===== config.mk =====
export PLATFORM = sky130hd
export DESIGN_NAME = win_wdog
export DESIGN_NICKNAME = d
export VERILOG_FILES = /design/src/rtl/win_wdog.sv
export SDC_FILE = /design/constraint.sdc
export NUM_CORES = 1
export LEC_CHECK = 0
export ABC_AREA = 0
export ABC_CLOCK_PERIOD_IN_PS = 3400
export BUFFER_PORTS_ARGS = -buffer_cell sky130_fd_sc_hd__buf_2
export CAP_MARGIN = 15
export CORE_MARGIN = 5
export CORE_UTILIZATION = 51
export DETAILED_ROUTE_END_ITERATION = 6
export GPL_TIMING_DRIVEN = 0
export PLACE_DENSITY = 0.71
export SYNTH_ARGS = -nofsm -noshare
export SYNTH_HDL_FRONTEND = slang
export SYNTH_SLANG_ARGS = --single-unit

===== constraint.sdc =====
create_clock -name clk -period 3.4 [get_ports clk]
set_input_delay 0.17 -clock clk [delete_from_list [all_inputs] [get_ports clk]]
set_output_delay 0.17 -clock clk [all_outputs]
set_load 0.01 [all_outputs]

===== src/rtl/win_wdog.sv =====
module win_wdog #(
  parameter int CNT_W = 16
) (
  input  logic             clk,
  input  logic             rst_n,
  input  logic             en,
  input  logic [CNT_W-1:0] period,
  input  logic [1:0]       win_sel,
  input  logic             refresh_wr,
  input  logic             fault_mode,
  input  logic             irq_ack,
  input  logic             clr_status,
  output logic             running,
  output logic [CNT_W-1:0] count,
  output logic             wdt_irq,
  output logic             wdt_rst,
  output logic             st_underflow,
  output logic             st_illegal,
  output logic             st_misuse
);

  localparam int PROD_W = CNT_W + 3;

  logic             run_q;
  logic [CNT_W-1:0] cnt_q, per_q, thr_q;
  logic [PROD_W-1:0] prod;
  logic             start, active, in_win, ok_ref, bad_ref, uflow, fault, misuse;

  assign prod    = PROD_W'(period) * (PROD_W'(win_sel) + PROD_W'(1));
  assign start   = en && !run_q;
  assign active  = en && run_q;
  assign in_win  = cnt_q <= thr_q;
  assign ok_ref  = active && refresh_wr && in_win;
  assign bad_ref = active && refresh_wr && !in_win;
  assign uflow   = active && !refresh_wr && (cnt_q == '0);
  assign fault   = bad_ref || uflow;
  assign misuse  = refresh_wr && !active;

  always_ff @(posedge clk or negedge rst_n) begin
    if (!rst_n) begin
      run_q <= 1'b0;
      cnt_q <= '0;
      per_q <= '0;
      thr_q <= '0;
    end else if (start) begin
      run_q <= 1'b1;
      cnt_q <= period;
      per_q <= period;
      thr_q <= prod[CNT_W+1:2];
    end else if (active) begin
      if (ok_ref || fault) cnt_q <= per_q;
      else                 cnt_q <= cnt_q - 1'b1;
    end else begin
      run_q <= 1'b0;
    end
  end

  always_ff @(posedge clk or negedge rst_n) begin
    if (!rst_n) begin
      wdt_irq      <= 1'b0;
      wdt_rst      <= 1'b0;
      st_underflow <= 1'b0;
      st_illegal   <= 1'b0;
      st_misuse    <= 1'b0;
    end else begin
      wdt_rst <= fault && fault_mode;
      if (fault && !fault_mode) wdt_irq <= 1'b1;
      else if (irq_ack)         wdt_irq <= 1'b0;
      if (fault) begin
        st_underflow <= uflow;
        st_illegal   <= bad_ref;
      end else if (clr_status) begin
        st_underflow <= 1'b0;
        st_illegal   <= 1'b0;
      end
      if (misuse)          st_misuse <= 1'b1;
      else if (clr_status) st_misuse <= 1'b0;
    end
  end

  assign running = run_q;
  assign count   = cnt_q;

endmodule


==> results by group <==
Run status
  • Status: complete, no violations

Final layout
  • Nets@finish: 659
  • Commonest non-fill, non-tap cells in the layout: 113 x nand2_1, 58 x inv_1, 54 x dfrtp_1
  • Most common cell after layout, fill and taps aside: nand2_1
  • Share of cells above drive strength 1: 12.5%
  • Fill count: 767
  • Synth-to-layout area growth: 11.5%
  • N_diodes: 0

Global routing
  • First-pass GRT wire length: 18,700 um
  • Initial antenna violation count: 0
  • Largest net degree at the start of global routing: 29
  • Global Route Usage Sum: 22.5%
  • Vias in the first global route: 3,885
  • GR Overflow Total: 0

Clock tree
  • # Post-CTS Setup Buffers: 0
  • Worst-path clk slew: 0.10 ns
  • CTS tree: yes
  • CTS Sinks: 54
  • Clk root buf: clkbuf_8
  • H-tree levels: 2
  • Max Buffers Root-to-Sink: 2
  • TritonCTS buffer count: 5
  • Clock Latency Late Sink: 0.31 ns

Synth
  • Top_reg_cell synth: dfrtp_1
  • Distinct cells, synth: 62
  • YS warnings: 0
  • Synthesized area: 0.00437 sq mm
  • Mux share of post-synthesis cell area: 0.686%
  • Simple-gate share of the synthesized area: 24.7%
  • Main combinational cell family by area after synthesis: simple AND/OR/NAND/NOR gates
  • Post-synthesis xor/xnor area fraction: 3.20%
  • Synth Instances: 531
  • Syn_area_per_cell: 8.24 sq um
  • Async set-reset flop share out of synthesis: 100%
  • Post-synthesis adder-cell area fraction: 16.6%
  • Post-Syn Nets: 605
  • Number of synthesized flops with an enable pin: 0
  • Seq/Total Area, Yosys: 30.9%
  • Synth Register Bits: 54
  • Synth Area in Compound Gates: 17.0%

Place
  • Placer Congestion: 0.925
  • Final HPWL DP: 8690 um
  • # port buffers: 45
  • Setup WS pre-CTS: -0.302 ns

Route
  • DRC viols: 0
  • Post-DRT Antenna Nets: 0
  • WL final: 11,000 um
  • Drt pass-1 iters: 4
  • Drt initial violations: 263
  • Via count: 3,830
  • Via density: 5.54
  • Drt wl/cell: 15.9 um

Worst setup path
  • CP Cell Sequence: buf_2, ha_1, clkbuf_4, nand2_1, fa_1, inv_1, ha_1, a21o_1, a221oi_2, o21ai_2, a21oi_2, nor4b_1, or3_1
  • Crit Path Max Fanout: 10
  • Most used cell, CP: ha_1
  • Setup crit start kind: input port
  • Critical path class: input port to flop
  • R2R Setup Slk: 0.87 ns
  • Worst path required time: 3.60 ns
  • Worst reg2reg path depth: 8
  • CP arrival: 3.37 ns
  • Critical Path Sink Type: flop
  • Peak per-stage delay on the critical path: 0.51 ns
  • Slowest CP cell: fa_1

Timing
  • Clk_skew: 0.00594 ns
  • Min Hold Slack: 0.0620 ns
  • RSZ-0062 raised after global routing: false
  • F_max: 315 MHz
  • Sum of negative setup slack: 0 ns
  • Measured slew at the worst slew-check pin: 0.644 ns
  • Hold Vio Cnt, Final: 0
  • Slew Limit Fails: 0
  • Final number of setup-violating endpoints: 0
  • Setup ws final: 0.224 ns
  • Slew headroom: 57.1%
  • Fin crit share: 93.4%
  • Final min period: 3.18 ns

Floorplanning
  • Die ar.: 0.0105 sq mm
  • Core area: 0.00830 sq mm
  • Die span in y: 103 um
  • Die Wd: 103 um
  • Cell Rows: 33
  • IO Count: 47
  • Starting density of the core: 52.7%

Power and ir drop
  • Pwr Total: 2.08 mW
  • P_leak: 2.44 nW
  • Maximum VDD drop: 0.000188 V
  • Pwr Density: 427 mW/mm^2

Flow run
  • MaxCap Viol Count: 0

Hold path
  • Worst hold path class: input port to flop
  • Min-Delay Path Depth: 2
[what timing repair did]
action | in CTS | in global routing
gates resized for setup | 0 | 6
hold buffers | 1 | 0
setup endpoints to repair | 0 | 2
endpoints found under the hold margin | 26 | 0
[state kept, by name (all words and copies together), names as in the netlist]
signal and cells:
count 16, per_q 16, thr_q 16, running 1, st_illegal 1, st_misuse 1, st_underflow 1, wdt_irq 1
wdt_rst 1
[cells in the mapped netlist (all sizes together) (3+ instances only)]
| cell type | count | share of area [%] |
|---|---|---|
| nand2 | 113 | 9.7 |
| inv | 58 | 5.0 |
| dfrtp | 54 | 31 |
| o21ai | 35 | 4.5 |
| ha | 34 | 9.7 |
| nor2 | 33 | 2.8 |
| a21oi | 23 | 2.7 |
| nand2b | 17 | 2.6 |
| fa | 15 | 6.9 |
| nor3 | 15 | 2.0 |
| clkbuf | 14 | 1.2 |
| xnor2 | 12 | 2.4 |
| nand3 | 7 | 0.80 |
| nor2b | 7 | 1.0 |
| o221ai | 7 | 1.4 |
| a21o | 6 | 1.0 |
| or3 | 6 | 0.97 |
| buf | 5 | 0.72 |
| o211ai | 5 | 0.97 |
| o21a | 5 | 0.86 |
| and3 | 4 | 0.57 |
| nand4 | 4 | 0.92 |
| nor4 | 4 | 0.92 |
| o21bai | 4 | 0.69 |
| o311ai | 4 | 0.80 |
| xor2 | 4 | 0.80 |
| a211o | 3 | 0.60 |
| a21boi | 3 | 0.60 |
| and2 | 3 | 0.46 |
| mux2i | 3 | 0.69 |
| nor3b | 3 | 0.63 |
[stage by stage]
step	instance area [sq um]	cells	utilization (%)
2_1_floorplan	4370	531	-
3_3_place_gp	4730	681	57.0
3_5_place_dp	4750	682	57.2
4_1_cts	4870	691	58.7
5_1_grt	4880	691	58.8
6_report	4880	691	58.8
[worst max-delay path: cells and delay by family]
kind | cells | cell delay [ns]
AOI/OAI and AO/OA | 4 | 0.94
buffers and inverters | 3 | 0.43
adders and majority gates | 3 | 1.28
and+or+nand+nor | 3 | 0.56
[cells by family (layout without fill, tap and decap cells)]
group	after synthesis	count (layout)
buf+inv	77	132
compound gates	109	109
fa+ha+maj	49	49
xor+xnor	16	16
simple gates	223	223
flops	54	54
mux	3	3
[metal layers]
layer  routed length, um  vias to the layer above  global-route usage, %
met5                   0                        -                      0
met4                 253                        0                   6.46
met3                 730                       21                   2.71
met2                5030                      122                   37.1
met1                5000                     1790                   31.1
li1                    -                     1897                      -
[power breakdown]
part | leakage (nW) | switching, mW | total [mW] | internal [mW]
clock | 0.0514 | 0.215 | 0.435 | 0.220
combinational | 1.71 | 0.453 | 0.786 | 0.334
sequential | 0.670 | 0.110 | 0.860 | 0.749
[final cells by class]
type	instances	area, sq um	area share [%]
Clock inverter	2	37.5	0.770
Sequential cell	54	1350	27.7
Tap cell	105	131	2.69
Clock buffer	6	72.6	1.49
Timing Repair Buffer	47	255	5.23
Multi-Input combinational cell	400	2720	55.8
Inverter	58	218	4.46
Buffer	19	88.8	1.82
[final timing paths]
kind | start | to
max | win_sel[0] | thr_q[11]
min | clr_status | st_misuse
max reg2reg | count[0] | count[8]
min reg2reg | per_q[11] | per_q[11]
max in group asynchronous | rst_n | count[8]
min in group asynchronous | rst_n | per_q[1]
Note: power is estimated with default switching activity, not from simulation.
